$ cat src/rtl/fxdiv_pkg.sv
package fxdiv_pkg;

  typedef enum logic [1:0] {
    FD_IDLE = 2'd0,
    FD_RUN  = 2'd1,
    FD_FIN  = 2'd2
  } fd_state_e;

  // Bit positions inside the 4-bit flag output
  localparam int CC1_POS = 3;
  localparam int OVF_POS = 2;

  // Sign class of a quotient: 00 zero, 01 negative, 10 positive
  function automatic logic [1:0] sign_class(input logic is_zero, input logic is_neg);
    if (is_zero)     return 2'b00;
    else if (is_neg) return 2'b01;
    else             return 2'b10;
  endfunction

endpackage

$ cat src/rtl/fxdiv_operand.sv
module fxdiv_operand #(
  parameter int W  = 32,
  parameter int HW = 16
) (
  input  logic           op_word,
  input  logic           reg_odd,
  input  logic [W-1:0]   r_val,
  input  logic [W-1:0]   r1_val,
  input  logic [W-1:0]   dvsr_in,
  output logic [2*W-1:0] dend_mag,
  output logic [W-1:0]   dvs_mag,
  output logic           dend_neg,
  output logic           quo_neg,
  output logic           dvs_zero
);
  localparam int DW = 2 * W;

  logic [DW-1:0] dend;
  logic [W-1:0]  dvs;
  logic          dvs_neg;

  always_comb begin
    if (op_word && !reg_odd) dend = {r_val, r1_val};
    else                     dend = {{W{r_val[W-1]}}, r_val};

    if (op_word) dvs = dvsr_in;
    else         dvs = {{(W-HW){dvsr_in[HW-1]}}, dvsr_in[HW-1:0]};

    dend_neg = dend[DW-1];
    dvs_neg  = dvs[W-1];
    dend_mag = dend_neg ? (~dend + DW'(1)) : dend;
    dvs_mag  = dvs_neg  ? (~dvs + W'(1))   : dvs;
    quo_neg  = dend_neg ^ dvs_neg;
    dvs_zero = (dvs == '0);
  end

endmodule

$ cat src/rtl/fxdiv_core.sv
module fxdiv_core #(
  parameter int W = 32
) (
  input  logic           clk,
  input  logic           rst_n,
  input  logic           load,
  input  logic [2*W-1:0] dend_mag,
  input  logic [W-1:0]   dvs_mag,
  output logic [2*W-1:0] quo_mag,
  output logic [W-1:0]   rem_mag,
  output logic           last
);
  localparam int DW = 2 * W;
  localparam int CW = $clog2(DW + 1);

  logic [W-1:0]  rem_q, rem_n;
  logic [DW-1:0] quo_q, quo_n;
  logic [W-1:0]  dvs_q, dvs_n;
  logic [CW-1:0] cnt_q, cnt_n;
  logic [W:0]    shifted;
  logic [W:0]    trial;

  always_comb begin
    rem_n   = rem_q;
    quo_n   = quo_q;
    dvs_n   = dvs_q;
    cnt_n   = cnt_q;
    shifted = {rem_q, quo_q[DW-1]};
    trial   = shifted - {1'b0, dvs_q};
    if (load) begin
      rem_n = '0;
      quo_n = dend_mag;
      dvs_n = dvs_mag;
      cnt_n = CW'(DW);
    end else if (cnt_q != '0) begin
      if (!trial[W]) begin
        rem_n = trial[W-1:0];
        quo_n = {quo_q[DW-2:0], 1'b1};
      end else begin
        rem_n = shifted[W-1:0];
        quo_n = {quo_q[DW-2:0], 1'b0};
      end
      cnt_n = cnt_q - CW'(1);
    end
  end

  always_ff @(posedge clk or negedge rst_n) begin
    if (!rst_n) begin
      rem_q <= '0;
      quo_q <= '0;
      dvs_q <= '0;
      cnt_q <= '0;
    end else begin
      rem_q <= rem_n;
      quo_q <= quo_n;
      dvs_q <= dvs_n;
      cnt_q <= cnt_n;
    end
  end

  assign quo_mag = quo_q;
  assign rem_mag = rem_q;
  assign last    = (cnt_q == CW'(1));

endmodule

$ cat src/rtl/fxdiv_result.sv
module fxdiv_result
  import fxdiv_pkg::*;
#(
  parameter int W = 32
) (
  input  logic           fire,
  input  logic [2*W-1:0] quo_mag,
  input  logic [W-1:0]   rem_mag,
  input  logic           quo_neg,
  input  logic           dend_neg,
  input  logic           dvs_zero,
  input  logic           is_word,
  input  logic           is_odd,
  input  logic [2:0]     cc_hold,
  input  logic           trap_on,
  output logic           wr_r_en,
  output logic [W-1:0]   wr_r_data,
  output logic           wr_r1_en,
  output logic [W-1:0]   wr_r1_data,
  output logic [3:0]     cc_out,
  output logic           trap_req
);
  localparam int DW = 2 * W;
  localparam logic [DW-1:0] LIM_NEG = DW'(1) << (W - 1);
  localparam logic [DW-1:0] LIM_POS = LIM_NEG - DW'(1);

  logic         ovf;
  logic         pair;
  logic [W-1:0] q_val;
  logic [W-1:0] r_res;

  always_comb begin
    ovf   = dvs_zero || (quo_neg ? (quo_mag > LIM_NEG) : (quo_mag > LIM_POS));
    pair  = is_word && !is_odd;
    q_val = quo_neg ? (~quo_mag[W-1:0] + W'(1)) : quo_mag[W-1:0];
    r_res = dend_neg ? (~rem_mag + W'(1)) : rem_mag;

    wr_r_en    = 1'b0;
    wr_r1_en   = 1'b0;
    wr_r_data  = '0;
    wr_r1_data = '0;
    cc_out     = '0;
    trap_req   = 1'b0;
    if (fire) begin
      if (ovf) begin
        cc_out   = {cc_hold[2], 1'b1, cc_hold[1:0]};
        trap_req = trap_on;
      end else begin
        cc_out  = {cc_hold[2], 1'b0, sign_class(q_val == '0, q_val[W-1])};
        wr_r_en = 1'b1;
        if (pair) begin
          wr_r_data  = r_res;
          wr_r1_en   = 1'b1;
          wr_r1_data = q_val;
        end else begin
          wr_r_data = q_val;
        end
      end
    end
  end

endmodule

$ cat src/rtl/fxdiv_unit.sv
module fxdiv_unit
  import fxdiv_pkg::*;
#(
  parameter int W  = 32,
  parameter int HW = 16
) (
  input  logic         clk,
  input  logic         rst_n,
  input  logic         start,
  input  logic         op_word,
  input  logic         reg_odd,
  input  logic [W-1:0] r_val,
  input  logic [W-1:0] r1_val,
  input  logic [W-1:0] dvsr_in,
  input  logic [2:0]   cc_in,
  input  logic         trap_en,
  output logic         busy,
  output logic         done,
  output logic         wr_r_en,
  output logic [W-1:0] wr_r_data,
  output logic         wr_r1_en,
  output logic [W-1:0] wr_r1_data,
  output logic [3:0]   cc_out,
  output logic         trap_req
);
  localparam int DW = 2 * W;

  fd_state_e state_q, state_n;
  logic      accept;
  logic      core_last;

  logic [DW-1:0] op_dend_mag;
  logic [W-1:0]  op_dvs_mag;
  logic          op_dend_neg, op_quo_neg, op_dvs_zero;

  logic [DW-1:0] quo_mag;
  logic [W-1:0]  rem_mag;

  // captured context
  logic       dend_neg_q, quo_neg_q, dvs_zero_q, word_q, odd_q, trap_q;
  logic [2:0] cc_q;

  assign accept = start && (state_q == FD_IDLE);

  fxdiv_operand #(.W(W), .HW(HW)) u_operand (
    .op_word  (op_word),
    .reg_odd  (reg_odd),
    .r_val    (r_val),
    .r1_val   (r1_val),
    .dvsr_in  (dvsr_in),
    .dend_mag (op_dend_mag),
    .dvs_mag  (op_dvs_mag),
    .dend_neg (op_dend_neg),
    .quo_neg  (op_quo_neg),
    .dvs_zero (op_dvs_zero)
  );

  fxdiv_core #(.W(W)) u_core (
    .clk      (clk),
    .rst_n    (rst_n),
    .load     (accept),
    .dend_mag (op_dend_mag),
    .dvs_mag  (op_dvs_mag),
    .quo_mag  (quo_mag),
    .rem_mag  (rem_mag),
    .last     (core_last)
  );

  always_comb begin
    state_n = state_q;
    unique case (state_q)
      FD_IDLE: if (accept)    state_n = FD_RUN;
      FD_RUN:  if (core_last) state_n = FD_FIN;
      FD_FIN:                 state_n = FD_IDLE;
      default:                state_n = FD_IDLE;
    endcase
  end

  always_ff @(posedge clk or negedge rst_n) begin
    if (!rst_n) state_q <= FD_IDLE;
    else        state_q <= state_n;
  end

  always_ff @(posedge clk or negedge rst_n) begin
    if (!rst_n) begin
      dend_neg_q <= 1'b0;
      quo_neg_q  <= 1'b0;
      dvs_zero_q <= 1'b0;
      word_q     <= 1'b0;
      odd_q      <= 1'b0;
      trap_q     <= 1'b0;
      cc_q       <= '0;
    end else if (accept) begin
      dend_neg_q <= op_dend_neg;
      quo_neg_q  <= op_quo_neg;
      dvs_zero_q <= op_dvs_zero;
      word_q     <= op_word;
      odd_q      <= reg_odd;
      trap_q     <= trap_en;
      cc_q       <= cc_in;
    end
  end

  assign busy = (state_q != FD_IDLE);
  assign done = (state_q == FD_FIN);

  fxdiv_result #(.W(W)) u_result (
    .fire       (done),
    .quo_mag    (quo_mag),
    .rem_mag    (rem_mag),
    .quo_neg    (quo_neg_q),
    .dend_neg   (dend_neg_q),
    .dvs_zero   (dvs_zero_q),
    .is_word    (word_q),
    .is_odd     (odd_q),
    .cc_hold    (cc_q),
    .trap_on    (trap_q),
    .wr_r_en    (wr_r_en),
    .wr_r_data  (wr_r_data),
    .wr_r1_en   (wr_r1_en),
    .wr_r1_data (wr_r1_data),
    .cc_out     (cc_out),
    .trap_req   (trap_req)
  );

endmodule

$ cat config.mk
export PLATFORM = sky130hd
export DESIGN_NAME = fxdiv_unit
export DESIGN_NICKNAME = d
export VERILOG_FILES = /design/src/rtl/fxdiv_pkg.sv /design/src/rtl/fxdiv_operand.sv /design/src/rtl/fxdiv_core.sv /design/src/rtl/fxdiv_result.sv /design/src/rtl/fxdiv_unit.sv
export SDC_FILE = /design/constraint.sdc
export NUM_CORES = 1
export LEC_CHECK = 0
export BUFFER_PORTS_ARGS = -buffer_cell sky130_fd_sc_hd__buf_2
export CELL_PAD_IN_SITES_DETAIL_PLACEMENT = 0
export CELL_PAD_IN_SITES_GLOBAL_PLACEMENT = 1
export CORE_MARGIN = 2
export CORE_UTILIZATION = 40
export CTS_CLUSTER_DIAMETER = 60
export CTS_CLUSTER_SIZE = 12
export DETAILED_ROUTE_END_ITERATION = 8
export GPL_ROUTABILITY_DRIVEN = 1
export PLACE_DENSITY_LB_ADDON = 0.2
export REMOVE_ABC_BUFFERS = 1
export SYNTH_ARGS = -nofsm -noshare
export SYNTH_HDL_FRONTEND = slang
export SYNTH_SLANG_ARGS = --single-unit
$ cat constraint.sdc
create_clock -name clk -period 4.92 [get_ports clk]
set_input_delay 0.738 -clock clk [delete_from_list [all_inputs] [get_ports clk]]
set_output_delay 0.738 -clock clk [all_outputs]
set_load 0.1 [all_outputs]
==> Word level (Yosys, flattened, before mapping) <==
Cells that the tools add are included.
{ "classes": {"add_sub_neg": 6, "n_lt_le_gt_ge": 2, "n_eq_ne": 5, "n_mux": 35, "n_bitwise": 5, "reduce_logical": 13} }
{ "op_table": {"columns": ["op", "count"], "rows": [
  ["two-way mux 32 bit", 13],
  ["two-way mux 64 bit", 3],
  ["adder 32 x 1 -> 32 bit (second input constant)", 3],
  ["NOT 32 bit", 3],
  ["adder 64 x 1 -> 64 bit (second input constant)", 1],
  ["greater-than comparator 64 x 31 -> 1 bit (second input constant)", 1],
  ["greater-than comparator 64 x 32 -> 1 bit (second input constant)", 1],
  ["zero test 32 bit", 2],
  ["NOT 64 bit", 1],
  ["two-way mux 63 bit", 1],
  ["subtractor 33 x 32 -> 33 bit", 1],
  ["two-way mux 7 bit", 2],
  ["two-way mux 1 bit", 9],
  ["two-way mux 2 bit", 4],
  ["equality test 7 x 1 -> 1 bit (second input constant)", 1],
  ["nonzero test 7 bit", 1],
  ["subtractor 7 x 1 -> 7 bit (second input constant)", 1],
  ["two-way mux 4 bit", 1],
  ["inequality test 2 bit (second input constant)", 2],
  ["one-hot mux 2 bit (2 select lines)", 1],
  ["nonzero test 2 bit", 2],
  ["logical AND 1 bit", 3],
  ["two-way mux 3 bit", 1],
  ["equality test 2 x 1 -> 1 bit (second input constant)", 1],
  ["6 further kinds", 7]
]} }
{ "totals": {"register_bits": 146, "input_bits": 105, "output_inout_bits": 73, "elab_cells": 78} }

==> Longest topological paths before layout <==
{ "logic_depth": {"word_depth": 7, "depth_mapped": 17, "ltp_nobuf": 12} }

==> By module <==
Synthesis repeated with hierarchy kept, for this count alone.
{ "hier_totals": {"cells_unflattened": 1944, "area_unflattened_um2": 14998.1} }
{ "modules_own_cells": {"columns": ["mod", "n_inst", "cells_each", "area_per_inst_um2"], "rows": [
  ["fxdiv_core", 1, 842, 7820.0],
  ["fxdiv_operand", 1, 682, 4297.9],
  ["fxdiv_result", 1, 393, 2443.6],
  ["fxdiv_unit", 1, 27, 436.7]
]} }

==> Worst setup path before layout <==
No wires, ideal clock.
{ "synth_path": {"path_kind": "reg2out", "start": "register u_core.quo_q[8], in the netlist u_core.quo_mag[8]", "end": "output cc_out[1]", "arrival_ps": 4782, "required_ps": 4182, "setup_slack_ps": -600, "path_stages_with_launch": 9, "path_cell_list": "dfrtp_1 -> or4_4 -> or3_4 -> nor4_1 -> mux2_2 -> a32o_1 -> o2111ai_1 -> nor4_1 -> o31ai_1"} }
{ "synth_between": {"elab_chain_cells": 7, "elab_cells_between_ends": 12} }
{ "synth_lines": {"columns": ["element", "line_no", "rtl"], "rows": [
  ["start, declared", "fxdiv_core.sv:17", "logic [DW-1:0] quo_q, quo_n;"],
  ["start signal, assigned", "fxdiv_core.sv:55", "quo_q <= quo_n;"],
  ["NOT 32 bit", "fxdiv_result.sv:35", "q_val = quo_neg ? (~quo_mag[W-1:0] + W'(1)) : quo_mag[W-1:0];"],
  ["adder 32 x 1 -> 32 bit", "fxdiv_result.sv:35", null],
  ["two-way mux 32 bit", "fxdiv_result.sv:35", null],
  ["zero test 32 bit / two-way mux 2 bit (equally long branches)", "fxdiv_result.sv:49, fxdiv_pkg.sv:16", null],
  ["two-way mux 2 bit", "fxdiv_pkg.sv:15", "if (is_zero) return 2'b00;"],
  ["two-way mux 3 bit (*)", "fxdiv_result.sv:45", "if (ovf) begin"],
  ["two-way mux 4 bit (*)", "fxdiv_result.sv:44", "if (fire) begin"],
  ["end, declared", "fxdiv_unit.sv:23", "output logic [3:0] cc_out,"]
]} }
Every way passes the cells marked *; elsewhere a longest branch is shown, timed or not.

==> Worst setup path after layout <==
{ "layout_path": {"start": "register u_core.quo_q[4], in the netlist u_core.quo_mag[4]", "end": "output cc_out[1]"} }
Same word-level chain as after synthesis.

==> results.yml <==
die:
  core_sq_mm: 0.0355
  dieHeight_um: 194
  rows: 69
  fp.dieArea_sq_mm: 0.0374
  initial_core_util_pct: 40.5
  io_pins: 178
  die_x_um: 194
grt:
  grt_usage_pct: 27.2
  antenna_found_initial: 0
  grt_max_degree: 78
  grt_pass1_vias: 14300
  grt-ovfl-total: 0
  grt_first_pass_wirelength_mm: 81.7
clocking:
  root_buffer: "clkbuf_16"
  htreeDepth: 4
  cts_setup_buffers: 0
  clk_path_buf_depth: 2
  cts_buffers: 17
  cts_sinks: 146
  cts_tree: "done"
  cts.clk_slew.worst_paths_ns: 0.06
  clock_latency_ns: 0.45
worst_setup_path:
  criticalPathCategory: "register to primary output"
  worst-path-buf-inv: 2
  cp-start-kind: "register"
  cp-endpoint: "cc_out[1]"
  crit_top_cell: "nor4_1"
  cp.depth: 10
  reg2reg_depth: 14
  required_ns: 4.18
  crit_path_end_kind: "primary output"
  path_cells: "or4_1 > o41ai_1 > xor2_1 > nand3_1 > nor4_1 > buf_4 > nand4_1 > nor4_1 > o31ai_1 > buf_12"
  timing.rr.start: "u_core.quo_mag[63]$_DFFE_PN0P_"
  cp.arrival_ns: 3.91
  r2r-end: "u_core.rem_mag[25]$_DFFE_PN0P_"
  r2r_setup_slack_ns: 1.07
  slowest_stage: "or4_1"
  slowest_delay_ns: 0.64
  crit_family: "simple AND/OR/NAND/NOR gates"
  cp-startpoint: "u_core.quo_mag[4]$_DFFE_PN0P_"
  cp_max_fo: 10
placed_design:
  post_dp_cell_area_sq_mm: 0.0167
  portBuffers: 177
  gp_congestion: 1.02
  hpwl_mm: 39.0
finish:
  syn_to_final_growth_pct: 20.1
  fillerInstances: 3591
  final_cell_mix: "nand2_1, nor2_1, dfrtp_1, a21oi_1, o21ai_0"
  num_antenna_cells: 0
  area.sequential_sq_mm: 0.00365
  mostFrequentLayoutCell: "nand2_1"
  multi_input_area_sq_mm: 0.00999
  nNetsFinal: 2183
  drive_gt1_share_pct: 14.7
  finish.instance_area_sq_mm: 0.0173
timing:
  finalMaxSlewViolations: 0
  finalHoldViolCount: 0
  hold_slack_ns: 0.305
  fin_skew_ns: 0.0144
  setup_viol_count_final: 0
  fin_crit_sh_pct: 94.5
  worst_slew_pin_slew_ns: 1.07
  layout_min_cycle_time_ns: 4.65
  rsz0062_at_grt: "false"
  clock.fmax_mhz: 215
  maxSlewHeadroom_pct: 28.9
route:
  post-route-drc-count: 0
  post_drt_wl_per_cell_um: 20.6
  routed_wl_mm: 51.7
  vias: 15100
  dr.pass1.iters: 6
  drt_iter0_drc: 1292
  ant_nets: 0
  via_per_inst: 6.02
pwr:
  p_comb_share_pct: 62.0
  swShare_pct: 49.5
  p_sw_mw: 5.31
  power_density_mw_per_mm2: 622
  pwr-share-clk_pct: 12.6
  ir_drop_mv: 0.435
  p_int_mw: 5.41
  pwr-share-seq_pct: 25.4
  power.total_mw: 10.7
  power.leakage_nw: 7.13
logic_synthesis:
  synth_enable_flop_cells: 0
  synthCells: 1935
  ys_ff_latch: 146
  syn_area_sq_mm: 0.0144
  ys_warn_count: 0
  ys_types: 85
  syn_avg_cell_area_sq_um: 7.42
  synth_ff_type: "dfrtp_1"
  ys_async_sr_fraction_pct: 100
  synth_sequential_area_ratio_pct: 25.4
flow_run:
  maxCapViolCount: 0
min_path:
  hp-class: "primary input to async pin"
status:
  status: "finished clean"
-- final cells by class --
cell class                      instances  share of cell area, %
Inverter                               60                   1.31
Multi-Input combinational cell       1596                   57.9
Sequential cell                       146                   21.2
Timing Repair Buffer                  217                   12.9
Clock inverter                         12                  0.769
Tap cell                              461                   3.34
Clock buffer                           20                   2.65
-- worst reg2reg max path, cell delays in order (launching register included) --
cell and delay (ns):
dfrtp_1 0.46, inv_1 0.21, ha_1 0.22, inv_1 0.06
fa_1 0.43, a211oi_1 0.28, o211ai_1 0.20, nand4_1 0.25
a211oi_2 0.16, nor4_1 0.30, buf_4 0.20, or3_1 0.10
buf_4 0.44, o21ai_0 0.25, a31oi_1 0.20
-- state kept, by name, indices dropped and copies added (netlist names) --
signal,cells
quo_neg_q,1
odd_q,1
dvs_zero_q,1
u_core.dvs_q,32
u_core.quo_mag,64
word_q,1
cc_q,3
u_core.rem_mag,32
dend_neg_q,1
trap_q,1
u_core.cnt_q,7
state_q,2
-- power groups by stage --
stage | clock, mW | combinational (mW) | sequential (mW)
global route | 1.43 | 7.44 | 2.83
global placement | 0 | 6.48 | 2.71
finish | 1.35 | 6.65 | 2.72
detailed placement | 0 | 6.57 | 2.73
floorplan | 0 | 5.02 | 2.45
CTS | 1.37 | 6.61 | 2.70
-- per-layer routing --
layer	wire [um]	vias to the layer above	global-route usage, %
li1	-	7202	-
met1	24600	7245	40.2
met2	21700	580	39.3
met3	4010	88	5.98
met4	1370	0	8.31
met5	0	-	0
-- Yosys cell counts, types with 16 or more instances --
| master | count | share of area [%] |
|---|---|---|
| and3_1 | 25 | 1.1 |
| nand2b_1 | 21 | 0.91 |
| nand4_1 | 21 | 0.91 |
| mux2i_1 | 85 | 5.9 |
| nor4_1 | 26 | 1.1 |
| a21o_1 | 21 | 1.1 |
| nor3_1 | 51 | 1.8 |
| dfrtp_1 | 146 | 25 |
| clkbuf_1 | 109 | 2.8 |
| inv_1 | 58 | 1.5 |
| ha_1 | 39 | 3.4 |
| nor2_1 | 186 | 4.9 |
| a211oi_1 | 41 | 2.1 |
| xnor2_1 | 76 | 4.6 |
| nand3_1 | 40 | 1.4 |
| o21ai_0 | 130 | 4.5 |
| a31oi_1 | 60 | 2.6 |
| a21oi_1 | 136 | 4.7 |
| or3_1 | 33 | 1.4 |
| xor2_1 | 73 | 4.5 |
| and2_1 | 16 | 0.70 |
| nand2_1 | 270 | 7.1 |
| o31ai_1 | 35 | 1.8 |
-- worst min-delay path by stage --
| stage | startpoint | slack [ns] | cells after the start | endpoint |
|---|---|---|---|---|
| detailed placement | trap_q$_DFFE_PN0P_ | 0.46 | 2 | trap_q$_DFFE_PN0P_ |
| floorplan | rst_n | 0.44 | 0 | cc_q[0]$_DFFE_PN0P_ |
| finish | rst_n | 0.31 | 1 | u_core.quo_mag[41]$_DFFE_PN0P_ |
| global placement | cc_q[2]$_DFFE_PN0P_ | 0.45 | 2 | cc_q[2]$_DFFE_PN0P_ |
| CTS | rst_n | 0.36 | 1 | u_core.quo_mag[41]$_DFFE_PN0P_ |
| global route | rst_n | 0.37 | 1 | u_core.quo_mag[41]$_DFFE_PN0P_ |
-- cells by family after synthesis --
kind of cell | share of synthesized area [%]
AND/OR/NAND/NOR | 26.3
AO/OA/AOI/OAI | 23.9
buffers and inverters | 5.35
XOR/XNOR | 9.08
flip-flops | 25.4
multiplexers | 6.47
adder cells (fa/ha/maj) | 3.54
-- timing repair --
action | CTS | global route
hold buffers | 0 | 0
resized for setup | 0 | 1
endpoints found under the setup margin | 0 | 1
-- stage by stage --
stage / TNS, ns / cells / util [%] / setup WS, ns
4_1_cts: 0 / 2512 / 48.6 / 0.211
3_5_place_dp: 0 / 2480 / 47.0 / 0.615
3_3_place_gp: 0 / 2480 / 47.0 / 0.719
5_1_grt: 0 / 2512 / 48.6 / 0.104
2_1_floorplan: -177.20 / 1802 / - / -2.23
6_report: 0 / 2512 / 48.6 / 0.271
(Power assumes the default switching activity.)
